## config.mk

```make
export PLATFORM = sky130hd
export DESIGN_NAME = host_irq_ctrl
export DESIGN_NICKNAME = d
export VERILOG_FILES = /design/src/rtl/host_irq_pkg.sv /design/src/rtl/hirq_pend.sv /design/src/rtl/hirq_en_bank.sv /design/src/rtl/host_irq_ctrl.sv
export SDC_FILE = /design/constraint.sdc
export NUM_CORES = 1
export LEC_CHECK = 0
export ABC_AREA = 1
export BUFFER_PORTS_ARGS = -buffer_cell sky130_fd_sc_hd__buf_2
export CORE_MARGIN = 3
export CORE_UTILIZATION = 55
export DETAILED_ROUTE_END_ITERATION = 6
export GPL_ROUTABILITY_DRIVEN = 0
export GPL_TIMING_DRIVEN = 0
export HOLD_SLACK_MARGIN = 0.1
export PLACE_DENSITY = 0.82
export SLEW_MARGIN = 10
export SYNTH_ARGS = -nofsm -noshare
export SYNTH_HDL_FRONTEND = slang
export SYNTH_HIERARCHICAL = 1
export SYNTH_SLANG_ARGS = --single-unit
```

## constraint.sdc

```tcl
create_clock -name clk -period 3.2 [get_ports clk]
set_input_delay 0 -clock clk [delete_from_list [all_inputs] [get_ports clk]]
set_output_delay 0 -clock clk [all_outputs]
set_load 0.01 [all_outputs]
```

## src/rtl/host_irq_pkg.sv

```systemverilog
// Shared constants of the host interrupt request controller: register
// addresses, bit positions and bank widths.
package host_irq_pkg;
    localparam int DW      = 8;
    localparam int AW      = 3;
    localparam int N_DREG  = 4;
    localparam int HSW     = $clog2(N_DREG);
    localparam int N_CH1   = 2;
    localparam int N_CH2   = 5;
    localparam int N_CH3   = 6;
    localparam int MODE_BIT = 7;

    localparam logic [AW-1:0] A_DAT1 = 3'd0;
    localparam logic [AW-1:0] A_DAT2 = 3'd1;
    localparam logic [AW-1:0] A_DAT3 = 3'd2;
    localparam logic [AW-1:0] A_MBOX = 3'd3;
    localparam logic [AW-1:0] A_CTL1 = 3'd4;
    localparam logic [AW-1:0] A_CTL2 = 3'd5;
    localparam logic [AW-1:0] A_CTL3 = 3'd6;
endpackage

```

## src/rtl/hirq_pend.sv

```systemverilog
// Pending-data flags, one per data register.
// Assumes: set and clear are single-cycle strobes; set wins over clear.
module hirq_pend #(
    parameter int N = 4
) (
    input  logic         clk,
    input  logic         rst_n,
    input  logic [N-1:0] set,
    input  logic [N-1:0] clr,
    output logic [N-1:0] pend
);
    logic [N-1:0] pend_q;

    // Flag follows slave writes (set) and host reads (clear).
    always_ff @(posedge clk) begin
        if (!rst_n) pend_q <= '0;
        else        pend_q <= set | (pend_q & ~clr);
    end

    assign pend = pend_q;
endmodule

```

## src/rtl/hirq_en_bank.sv

```systemverilog
// Bank of enable bits guarded by a read-0 / write-1 arming rule.
// Assumes: wr_sel and rd_sel are never high together; gate says whether a
// new enable may take hold; hclr is a host-side retire that beats writes.
module hirq_en_bank #(
    parameter int N = 5
) (
    input  logic         clk,
    input  logic         rst_n,
    input  logic         wr_sel,
    input  logic         rd_sel,
    input  logic [N-1:0] wbits,
    input  logic [N-1:0] gate,
    input  logic [N-1:0] hclr,
    output logic [N-1:0] en
);
    logic [N-1:0] en_q;
    logic [N-1:0] arm_q;

    for (genvar i = 0; i < N; i++) begin : g_bit
        // Arm flag: set by reading the bit as 0, consumed by any write.
        always_ff @(posedge clk) begin
            if (!rst_n)                    arm_q[i] <= 1'b0;
            else if (wr_sel)               arm_q[i] <= 1'b0;
            else if (rd_sel && !en_q[i])   arm_q[i] <= 1'b1;
        end

        // Enable bit: host retire first, then slave write 0 / armed write 1.
        always_ff @(posedge clk) begin
            if (!rst_n)          en_q[i] <= 1'b0;
            else if (hclr[i])    en_q[i] <= 1'b0;
            else if (wr_sel) begin
                if (!wbits[i])                 en_q[i] <= 1'b0;
                else if (arm_q[i] && gate[i])  en_q[i] <= 1'b1;
            end
        end
    end

    assign en = en_q;
endmodule

```

## src/rtl/host_irq_ctrl.sv

```systemverilog
// Host interrupt request controller: data registers, per-channel enable
// banks, pending tracking, mode bits and merging of the host lines.
// Assumes: single slave access per cycle; host strobe is one cycle wide.
module host_irq_ctrl
    import host_irq_pkg::*;
(
    input  logic           clk,
    input  logic           rst_n,
    input  logic [AW-1:0]  s_addr,
    input  logic           s_wr,
    input  logic           s_rd,
    input  logic [DW-1:0]  s_wdata,
    output logic [DW-1:0]  s_rdata,
    input  logic           h_rd,
    input  logic [HSW-1:0] h_sel,
    output logic [DW-1:0]  h_rdata,
    output logic           irq1,
    output logic           irq12,
    output logic           irq6,
    output logic           irq9,
    output logic           irq10,
    output logic           irq11,
    output logic           smi
);
    logic [DW-1:0]     dreg_q [N_DREG];
    logic [N_DREG-1:0] dwr;
    logic [N_DREG-1:0] hrd;
    logic [N_DREG-1:0] pend;
    logic              mode2_q, mode3_q;
    logic [N_CH1-1:0]  en1, g1, c1, r1;
    logic [N_CH2-1:0]  en2, g2, c2, r2;
    logic [N_CH3-1:0]  en3, g3, c3, r3;
    logic              wr_c1, wr_c2, wr_c3;
    logic              rd_c1, rd_c2, rd_c3;

    // Strobe decode for data registers on both sides.
    for (genvar j = 0; j < N_DREG; j++) begin : g_dreg
        assign dwr[j] = s_wr && (s_addr == AW'(j));
        assign hrd[j] = h_rd && (h_sel == HSW'(j));

        // Data register storage written by the slave.
        always_ff @(posedge clk) begin
            if (!rst_n)      dreg_q[j] <= '0;
            else if (dwr[j]) dreg_q[j] <= s_wdata;
        end
    end

    assign wr_c1 = s_wr && (s_addr == A_CTL1);
    assign wr_c2 = s_wr && (s_addr == A_CTL2);
    assign wr_c3 = s_wr && (s_addr == A_CTL3);
    assign rd_c1 = s_rd && !s_wr && (s_addr == A_CTL1);
    assign rd_c2 = s_rd && !s_wr && (s_addr == A_CTL2);
    assign rd_c3 = s_rd && !s_wr && (s_addr == A_CTL3);

    // Channel mode bits, plain read/write.
    always_ff @(posedge clk) begin
        if (!rst_n) begin
            mode2_q <= 1'b0;
            mode3_q <= 1'b0;
        end else begin
            if (wr_c2) mode2_q <= s_wdata[MODE_BIT];
            if (wr_c3) mode3_q <= s_wdata[MODE_BIT];
        end
    end

    hirq_pend #(.N(N_DREG)) u_pend (
        .clk(clk), .rst_n(rst_n), .set(dwr), .clr(hrd), .pend(pend)
    );

    // Gate: mode 1 needs nothing, mode 0 needs unread data.
    assign g1 = {N_CH1{pend[0]}};
    assign g2 = {N_CH2{mode2_q | pend[1]}};
    assign g3 = {mode3_q | pend[3], {(N_CH3-1){mode3_q | pend[2]}}};
    // Host retire only in mode 0.
    assign c1 = {N_CH1{hrd[0]}};
    assign c2 = {N_CH2{!mode2_q && hrd[1]}};
    assign c3 = {!mode3_q && hrd[3], {(N_CH3-1){!mode3_q && hrd[2]}}};

    hirq_en_bank #(.N(N_CH1)) u_bank1 (
        .clk(clk), .rst_n(rst_n), .wr_sel(wr_c1), .rd_sel(rd_c1),
        .wbits(s_wdata[N_CH1-1:0]), .gate(g1), .hclr(c1), .en(en1)
    );
    hirq_en_bank #(.N(N_CH2)) u_bank2 (
        .clk(clk), .rst_n(rst_n), .wr_sel(wr_c2), .rd_sel(rd_c2),
        .wbits(s_wdata[N_CH2-1:0]), .gate(g2), .hclr(c2), .en(en2)
    );
    hirq_en_bank #(.N(N_CH3)) u_bank3 (
        .clk(clk), .rst_n(rst_n), .wr_sel(wr_c3), .rd_sel(rd_c3),
        .wbits(s_wdata[N_CH3-1:0]), .gate(g3), .hclr(c3), .en(en3)
    );

    assign r1 = en1 & g1;
    assign r2 = en2 & g2;
    assign r3 = en3 & g3;

    // Host line merge across channels.
    assign irq1  = r1[0];
    assign irq12 = r1[1];
    assign smi   = r2[0] | r3[0] | r3[N_CH3-1];
    assign irq6  = r2[1] | r3[1];
    assign irq9  = r2[2] | r3[2];
    assign irq10 = r2[3] | r3[3];
    assign irq11 = r2[4] | r3[4];

    // Slave readback mux.
    always_comb begin
        s_rdata = '0;
        case (s_addr)
            A_DAT1, A_DAT2, A_DAT3, A_MBOX: s_rdata = dreg_q[s_addr[HSW-1:0]];
            A_CTL1: s_rdata[N_CH1-1:0] = en1;
            A_CTL2: begin
                s_rdata[N_CH2-1:0]  = en2;
                s_rdata[MODE_BIT]   = mode2_q;
            end
            A_CTL3: begin
                s_rdata[N_CH3-1:0]  = en3;
                s_rdata[MODE_BIT]   = mode3_q;
            end
            default: s_rdata = '0;
        endcase
    end

    assign h_rdata = dreg_q[h_sel];
endmodule

```

Word level (Yosys, flattened, before mapping)

Memory sizes are Yosys's and may differ from the RTL's.
Index checks and enable logic that the tools add are counted.

Flip-flop bits (word level): 32
Output and inout port bits: 23
RAM bits: 32
Memories kept: 1

Memories:

| name   | words | bits a word | read ports | clocked after memory_dff | wr ports | RTL line            | RTL |
|---|---|---|---|---|---|---|---|
| dreg_q | 4     | 8           | 2          | 0                        | 4        | host_irq_ctrl.sv:25 | `logic [DW-1:0] dreg_q [N_DREG];` |

Reduce and logical (&&, ||, !) cells: 83
Muxes and demuxes: 48
Eq/ne operators: 22
Bitwise operators: 20

Operator list:

| operator           | count |
|---|---|
| $logic_and 1x1->1  | 44 |
| $mux 1             | 40 |
| $mux 8             | 4 |
| $ne 2x1->1 const B | 13 |
| $reduce_and 2->1   | 13 |
| $logic_not 1->1    | 16 |
| $reduce_or 2->1    | 7 |
| $or 1x1->1         | 13 |
| $eq 3x3->1 const B | 3 |
| $pmux 3 s3         | 1 |
| $pmux 2 s4         | 1 |
| $and 6x6->6        | 1 |
| $eq 3x2->1 const B | 2 |
| $and 5x5->5        | 1 |
| $and 4x4->4        | 1 |
| $eq 2x2->1 const B | 2 |
| $not 4->4          | 1 |
| $or 4x4->4         | 1 |
| $reduce_or 4->1    | 1 |
| $eq 3x1->1 const B | 1 |
| $logic_not 3->1    | 1 |
| $pmux 1 s3         | 1 |
| $and 2x2->2        | 1 |
| $eq 2x1->1 const B | 1 |
| other kinds (3)    | 3 |

Logic depth before layout (Yosys ltp)

Gate-level depths: netlist of run 1.

Depth after elaboration: 6
Mapped depth: 9
Mapped depth without buffers: 9

By module

The synthesis of run 1 kept the hierarchy.

By module, submodules not included:

| module                  | cells an instance | area each (um2) | sequential area each (um2) | times used |
|---|---|---|---|---|
| host_irq_ctrl           | 319               | 2272.2          | 1001.0                     | 1 |
| hirq_en_bank at u_bank3 | 80                | 510.5           | 240.2                      | 1 |
| hirq_en_bank at u_bank2 | 67                | 426.7           | 200.2                      | 1 |
| hirq_en_bank at u_bank1 | 28                | 175.2           | 80.1                       | 1 |
| hirq_pend               | 21                | 148.9           | 80.1                       | 1 |

Worst setup path before layout of run 1

OpenSTA, ideal clock, no wires.

Path kind: flip-flop to flip-flop
Start: register mode2_q
End: register u_bank2.en_q[1], in the netlist u_bank2/en[1]
Period minus slack after synthesis: 1.103 ns
Arrival: 0.994 ns
Cell stages (with the launch flop): 7
Data required time: 3.091 ns
Setup time: 0.109 ns
Setup slack: 2.097 ns
Path buffers: 1
Cells stage by stage: dfxtp_1 or2_2 clkbuf_1 nand3_1 nand2_1 nand2_1 inv_1

Word-level cells in the longest chain between the ends: 4

Ends and longest elaborated chain:

| element                           | RTL line            | RTL |
|---|---|---|
| from (decl)                       | host_irq_ctrl.sv:29 | `logic mode2_q, mode3_q;` |
| from (signal assigned)            | host_irq_ctrl.sv:61 | `if (wr_c2) mode2_q <= s_wdata[MODE_BIT];` |
| $or 1x1->1                        | host_irq_ctrl.sv:72 | `assign g2 = {N_CH2{mode2_q \| pend[1]}};` |
| named net g2[0]                   | host_irq_ctrl.sv:31 | `logic [N_CH2-1:0] en2, g2, c2, r2;` |
| $logic_and 1x1->1                 | hirq_en_bank.sv:33  | `else if (arm_q[i] && gate[i]) en_q[i] <= 1'b1;` |
| $ne 2x1->1 (no source line)       | --                  |  |
| $reduce_and 2->1 (no source line) | --                  |  |
| to (signal, indexed assignment)   | hirq_en_bank.sv:30  | `else if (hclr[i]) en_q[i] <= 1'b0;` |
| to (signal, indexed assignment)   | hirq_en_bank.sv:32  | `if (!wbits[i]) en_q[i] <= 1'b0;` |
| to (signal, indexed assignment)   | hirq_en_bank.sv:33  |  |
| to (decl)                         | hirq_en_bank.sv:16  | `logic [N-1:0] en_q;` |

The timed path passes the listed nets, and every way through them passes these cells.
A chain may end at the register's enable or synchronous reset.

Final worst setup path of run 1

Start: input port h_sel[1]
End: register u_bank3.en_q[3], in the netlist u_bank3/en[3]

Word-level cells in the longest chain between the ends: 4

Ends and longest elaborated chain:

| element                          | RTL line            | RTL |
|---|---|---|
| from (decl)                      | host_irq_ctrl.sv:15 | `input logic [HSW-1:0] h_sel,` |
| $eq 2x2->1                       | host_irq_ctrl.sv:39 | `assign hrd[j] = h_rd && (h_sel == HSW'(j));` |
| $logic_and 1x1->1                | host_irq_ctrl.sv:39 |  |
| $logic_and 1x1->1                | host_irq_ctrl.sv:77 | `assign c3 = {!mode3_q && hrd[3], {(N_CH3-1){!mode3_q && hrd[2]}}};` |
| named net c3[0]                  | host_irq_ctrl.sv:32 | `logic [N_CH3-1:0] en3, g3, c3, r3;` |
| $reduce_or 2->1 (no source line) | --                  |  |
| to (signal, indexed assignment)  | hirq_en_bank.sv:30  |  |
| to (signal, indexed assignment)  | hirq_en_bank.sv:32  |  |
| to (signal, indexed assignment)  | hirq_en_bank.sv:33  |  |
| to (decl)                        | hirq_en_bank.sv:16  |  |

The timed path passes the listed nets, and every way through them passes these cells.

==> impl_metrics.toml, run 1 <==
[outcome]
outcome = "finished clean"

[global_routing]
antenna_found_initial = 0
first_global_vias = 3404
overflow = 0
grt_start_max_net_pins = 19
grt_pass1_wl_mm = 15.9
track_usage_pct = 28.4

[pwr]
power.switching_uw = 492
p_comb_share_pct = 13.7
p_leak_uw = 0.00218
seq_power_share_pct = 50.5
pwr-share-clk_pct = 35.8
powerDensity_nw_per_um2 = 435
worst_ir_drop_vdd_mv = 0.252
p_int_uw = 1320
switching_share_pct = 27.2

[hold_path]
hp-class = "primary input to flop"

[clock_tree]
cts.sinks = 64
numCtsBuffers = 9
clock-root-buffer = "clkbuf_8"
hold_buffers = 15
cts_resized = 0
cts_tree = "built"
cts_max_level = 3
postCtsSetupBuffers = 0
clockBufferDepth = 2
clock_latency_ns = 0.36
clk_pin_slew_worst_paths_ns = 0.07

[synthesis]
synthFlopType = "edfxtp_1"
synth.yosys.seq_area_share_pct = 45.3
synth.distinct_cells = 24
syn-mean-instance-area_sq_um = 6.86
synth_top_area_share_pct = 27.2
synth_area_leaders = "edfxtp_1, nand2_1, dfxtp_1"
syn_nets = 533
syn_area_sq_um = 3530
synth_common_cells = "nand2_1, nor2_1, inv_1"
ys_warn_count = 6
async_flop_share_pct = 0
synth.most_common_cell = "nand2_1"
synthCells = 515
yosys.area.top_type = "edfxtp_1"
synth_edf_count = 32
synth-seq-cells = 64

[setup_path]
rrSetupSlack_ns = 1.81
cp-end-kind = "flop"
worstSetupPathType = "primary input to flop"
crit_arrival_ns = 2.12
crit_required_ns = 3.45
crit_top_cell = "inv_1"
rr_startpoint = "mode3_q"
slowest_stage = "nor3_1"
critPathLaunch = "h_sel[1]"
r2r_cells = 6
start_kind = "primary input"
r2r-end = "u_bank3/en[3]"
cp_max_fo = 9
crit_chain = "dlygate4sd3_1 > buf_2 > inv_1 > nor2_2 > inv_1 > nor3_1 > inv_1 > nand2_1 > nor2_1 > nand2_1 > inv_1"
cpPeakStageDelay_ns = 0.55
worstSetupEndpoint = "u_bank3/en[3]"

[cells_and_area]
drive_above_1_share_pct = 16.6
nFillCells = 506
diodes = 0
syn_to_final_growth_pct = 17.6
final_nets = 598

[sta]
fin_worst_skew_ns = 0.00948
worst_slew_pin_slew_ns = 0.682
relSlewSlack_pct = 54.2
finalSetupViolCount = 0
hold_viol_final = 0
slew_viol_final = 0
fin_tns_setup_ns = 0
fin_crit_sh_pct = 58.3
fmax_mhz = 536
rsz0062_at_grt = "false"
holdWs_ns = 0.138
fin_crit_ns = 1.87

[routing]
wl_per_cell_microns = 15.5
drtAntennaViolNets = 0
drt-pass1-iter-count = 7
routed_wl_mm = 10.2
via_per_inst = 5.46
via_count = 3602
drt-initial-drc-count = 479
drt_drc_violations_left = 0

[floorplanning]
ios = 41
core_region_area_sq_um = 6060
rows = 28
die_w_microns = 86.2
die_y_microns = 86.2
dieArea_sq_um = 7420
initial_core_util_pct = 58.3

[placed_design]
port_buffers = 39
dp_hpwl_mm = 7.05

[job]
maxCapViolations = 0
[kinds of logic after synthesis]
group	Yosys count	synth area share (%)
AOI/OAI and AO/OA	23	3.58
buffers and inverters	97	11.4
DFF	64	45.3
and+or+nand+nor	331	39.7
[through the flow]
step	cell area, sq um	power [uW]	utilization, %	instances	setup WS (ns)
2_1_floorplan	3530	1070	-	515	2.10
3_3_place_gp	3820	1150	63.1	629	1.65
3_5_place_dp	3820	1160	63.1	629	1.58
4_1_cts	4160	1800	68.6	660	1.40
5_1_grt	4160	1870	68.6	660	1.20
6_report	4160	1810	68.6	660	1.33
[power groups by stage]
stage	combinational (uW)	clock, uW	sequential (uW)
after floorplan	146	0	924
after global placement	220	0	928
after global routing	269	689	915
after CTS	241	647	912
after detailed placement	227	0	930
final	248	648	913
[metal layers]
metal | track usage, % | share of wire, %
met2 | 46.6 | 47
met5 | 0 | 0
met3 | 7.40 | 10
met4 | 15.3 | 3.7
met1 | 33.9 | 39
[layout make-up]
cell class	instances	area (sq um)	area share [%]
multi-input cells	354	1530	36.8
clock buffers	13	169	4.06
inverters	88	332	7.98
plain buffers	9	71.3	1.72
clock inverters	3	15.0	0.361
repair buffers	54	345	8.31
well taps	75	93.8	2.26
flip-flops and latches	64	1600	38.5
[state kept, by name (all words and copies together), names as in the netlist]
name and count:
u_bank2/arm_q 5, u_pend/pend 4, dreg_q 32, u_bank3/en 6, u_bank3/arm_q 6, u_bank1/arm_q 2
u_bank1/en 2, mode3_q 1, mode2_q 1, u_bank2/en 5
[worst min-delay path by stage]
stage	start	to	cells past startpoint	slack, ns
6_report	s_wr	mode2_q	5	0.14
5_1_grt	s_wr	mode2_q	5	0.12
4_1_cts	s_wr	mode2_q	5	0.12
3_5_place_dp	s_wdata[7]	mode3_q	3	0.31
3_3_place_gp	s_wdata[7]	mode2_q	3	0.30
2_1_floorplan	s_wdata[7]	mode2_q	2	0.13
[cells in the final DEF (no fill, tap or decap)]
master         synthesis  routed
nand2_1              188     188
dfxtp_1               32      32
nand2_2                4       4
nor2_4                 2       2
a22o_1                 3       3
nand3_4                1       1
o21ai_0                2       2
nand4_2                1       1
buf_6                  4       4
edfxtp_1              32      32
nor2_2                10      10
nor2_1                83      83
clkinv_2               1       4
nand4_1               11      11
a21oi_1               18      18
inv_2                 11      11
clkbuf_8               0      12
buf_2                  3      42
clkbuf_1               1       2
nand2_4                3       3
nor3_1                 5       5
or2_2                  2       2
nand3_1               21      21
buf_4                  1       1
inv_1                 76      76
dlygate4sd3_1          0      15
[worst max-delay path, delay by kind of cell]
kind / cells / cell delay (ns)
and+or+nand+nor: 5 / 1.17
buffers and inverters: 6 / 0.96
(Power assumes the default switching activity.)
==> inputs of run 2 (changes only) <==
--- a/config.mk
+++ b/config.mk
@@ -5,7 +5,7 @@
 export SDC_FILE = /design/constraint.sdc
 export NUM_CORES = 1
 export LEC_CHECK = 0
-export ABC_AREA = 1
+export ABC_AREA = 0
 export BUFFER_PORTS_ARGS = -buffer_cell sky130_fd_sc_hd__buf_2
 export CORE_MARGIN = 3
 export CORE_UTILIZATION = 55
==> constraint.sdc (replaced) <==
create_clock -name clk -period 1.9 [get_ports clk]
set_input_delay 0 -clock clk [delete_from_list [all_inputs] [get_ports clk]]
set_output_delay 0 -clock clk [all_outputs]
set_load 0.01 [all_outputs]
==> impl_metrics.toml, run 2 <==
[outcome]
outcome = "finished clean"

[cells_and_area]
regMostFlops = "dreg_q"
ff_latch_area_sq_um = 1600
finalCoreUtilization_pct = 69.0
largest_reg_flops = 32
multi_input_area_sq_um = 1790
drive_above_1_share_pct = 31.5
syn_to_final_growth_pct = 17.4
nFillCells = 438
diodes = 0
final_nets = 384
layout_commonest_cell = "buf_2"
final_cell_mix = "buf_2, and2_1, edfxtp_1, dfxtp_1, nand2b_1"

[synthesis]
synth.distinct_cells = 42
synth_common_cells = "and2_1, dfxtp_1, edfxtp_1"
synth_area_leaders = "edfxtp_1, dfxtp_1, and2_1"
synth_top_area_share_pct = 26.8
syn_area_sq_um = 3580
syn-mean-instance-area_sq_um = 11.7
synth.yosys.seq_area_share_pct = 44.7
synth-seq-cells = 64
synthCells = 306
ys_warn_count = 6
synth_edf_count = 32
syn_nets = 324
async_flop_share_pct = 0
yosys.area.top_type = "edfxtp_1"
synthFlopType = "edfxtp_1"

[floorplanning]
rows = 28
ios = 41
core_region_area_sq_um = 6100
die_w_microns = 86.7
die_y_microns = 86.7
dieArea_sq_um = 7520
initial_core_util_pct = 58.8

[setup_path]
crit_chain = "or2_2 > clkbuf_1 > a22oi_2 > nand2_1 > buf_2"
cpPeakStageDelay_ns = 0.35
slowest_stage = "dfxtp_1"
crit_arrival_ns = 1.74
start_kind = "flop"
critical_path.top_delay_family = "buffers and inverters"
cp-end-kind = "output pin"
worstSetupPathType = "flop to output pin"
cp_num_buf_inv = 2
crit_required_ns = 1.90
cp_max_fo = 10

[clock_tree]
clock_latency_ns = 0.35
cts.sinks = 64
clk_pin_slew_worst_paths_ns = 0.07
numCtsBuffers = 9
postCtsSetupBuffers = 0
clockBufferDepth = 2
clock-root-buffer = "clkbuf_8"
cts_tree = "built"
cts_max_level = 3

[sta]
rsz0062_at_grt = "false"
fin_worst_skew_ns = 0.00959
fin_crit_ns = 1.74
worst_slew_pin_slew_ns = 1.05
setup_ws_ns = 0.156
slew_viol_final = 0
fin_crit_sh_pct = 91.8
relSlewSlack_pct = 29.2
holdWs_ns = 0.118
finalSetupViolCount = 0
hold_viol_final = 0
fin_tns_setup_ns = 0
fmax_mhz = 573

[routing]
drt_drc_violations_left = 0
drtAntennaViolNets = 0
routed_wl_mm = 8.68
wl_per_cell_microns = 19.5
drt-pass1-iter-count = 5
via_count = 2651
via_per_inst = 5.94
drt-initial-drc-count = 245

[global_routing]
grt_start_max_net_pins = 26
first_global_vias = 2585
overflow = 0
grt_pass1_wl_mm = 13.6
track_usage_pct = 24.7
antenna_found_initial = 0

[placed_design]
dp_slack_ns = 0.276
dp_hpwl_mm = 6.08
port_buffers = 40

[pwr]
pwr-share-clk_pct = 41.9
seq_power_share_pct = 46.1
switching_share_pct = 23.7
p_int_uw = 2540
worst_ir_drop_vdd_mv = 0.443
power.switching_uw = 790
total_power_uw = 3330
p_comb_share_pct = 12.0
p_leak_uw = 0.00156
powerDensity_nw_per_um2 = 792

[hold_path]
hp-class = "primary input to flop"

[job]
maxCapViolations = 0
run 2: worst min-delay path, cell delays in order:
cell      delay (ns)
buf_2           0.13
nand2b_4        0.12
or3_1           0.12
a21oi_1         0.05
run 2: kinds of logic (layout without fill, tap and decap cells):
| group | count (synthesis) | in the layout | synth area share (%) |
|---|---|---|---|
| AND/OR/NAND/NOR | 130 | 130 | 29.3 |
| flip-flops | 64 | 64 | 44.7 |
| AO/OA/AOI/OAI | 59 | 59 | 10.7 |
| buffers and inverters | 31 | 96 | 5.45 |
| multiplexers | 22 | 22 | 9.85 |
run 2: final timing paths:
kind,start,endpoint,slack (ns),cells after the start
setup reg to reg,mode2_q,u_bank2/en[2],0.42,2
hold / removal,s_addr[2],mode3_q,0.12,4
hold reg to reg,u_bank2/arm_q[3],u_bank2/arm_q[3],0.45,2
setup / recovery,mode3_q,smi,0.16,5
run 2: what timing repair did:
action                                  4_1_cts  5_1_grt
endpoints found under the setup margin        0        1
gates resized for setup                       0        1
hold buffers                                  9        0
endpoints found under the hold margin        36        0
run 2: routing by layer:
| metal | global-route usage [%] | vias to the layer above | routed length, microns |
|---|---|---|---|
| li1 | - | 1247 | - |
| met2 | 40.5 | 107 | 4270 |
| met4 | 9.07 | 0 | 127 |
| met3 | 4.94 | 13 | 499 |
| met5 | 0 | - | 0 |
| met1 | 32.5 | 1284 | 3780 |
run 2: per-stage QoR:
stage / instances / area, sq um
final: 446 / 4210
after global routing: 446 / 4210
after CTS: 446 / 4200
after detailed placement: 421 / 3880
after global placement: 421 / 3880
after floorplan: 306 / 3580
run 2: power groups by stage:
stage               logic [uW]  clock network [uW]  registers (uW)
floorplan                  245                   0            1550
global placement           377                   0            1560
detailed placement         383                   0            1560
CTS                        399                1390            1530
global route               425                1460            1540
finish                     400                1400            1530
run 2: area by class of cell:
type                            instances  area share, %
Buffer                                 14           3.12
Inverter                               17           1.52
Clock buffer                            9           2.95
Multi-Input combinational cell        211           42.6
Timing Repair Buffer                   49           6.90
Sequential cell                        64           38.1
Tap cell                               75           2.23
Clock inverter                          7           2.62
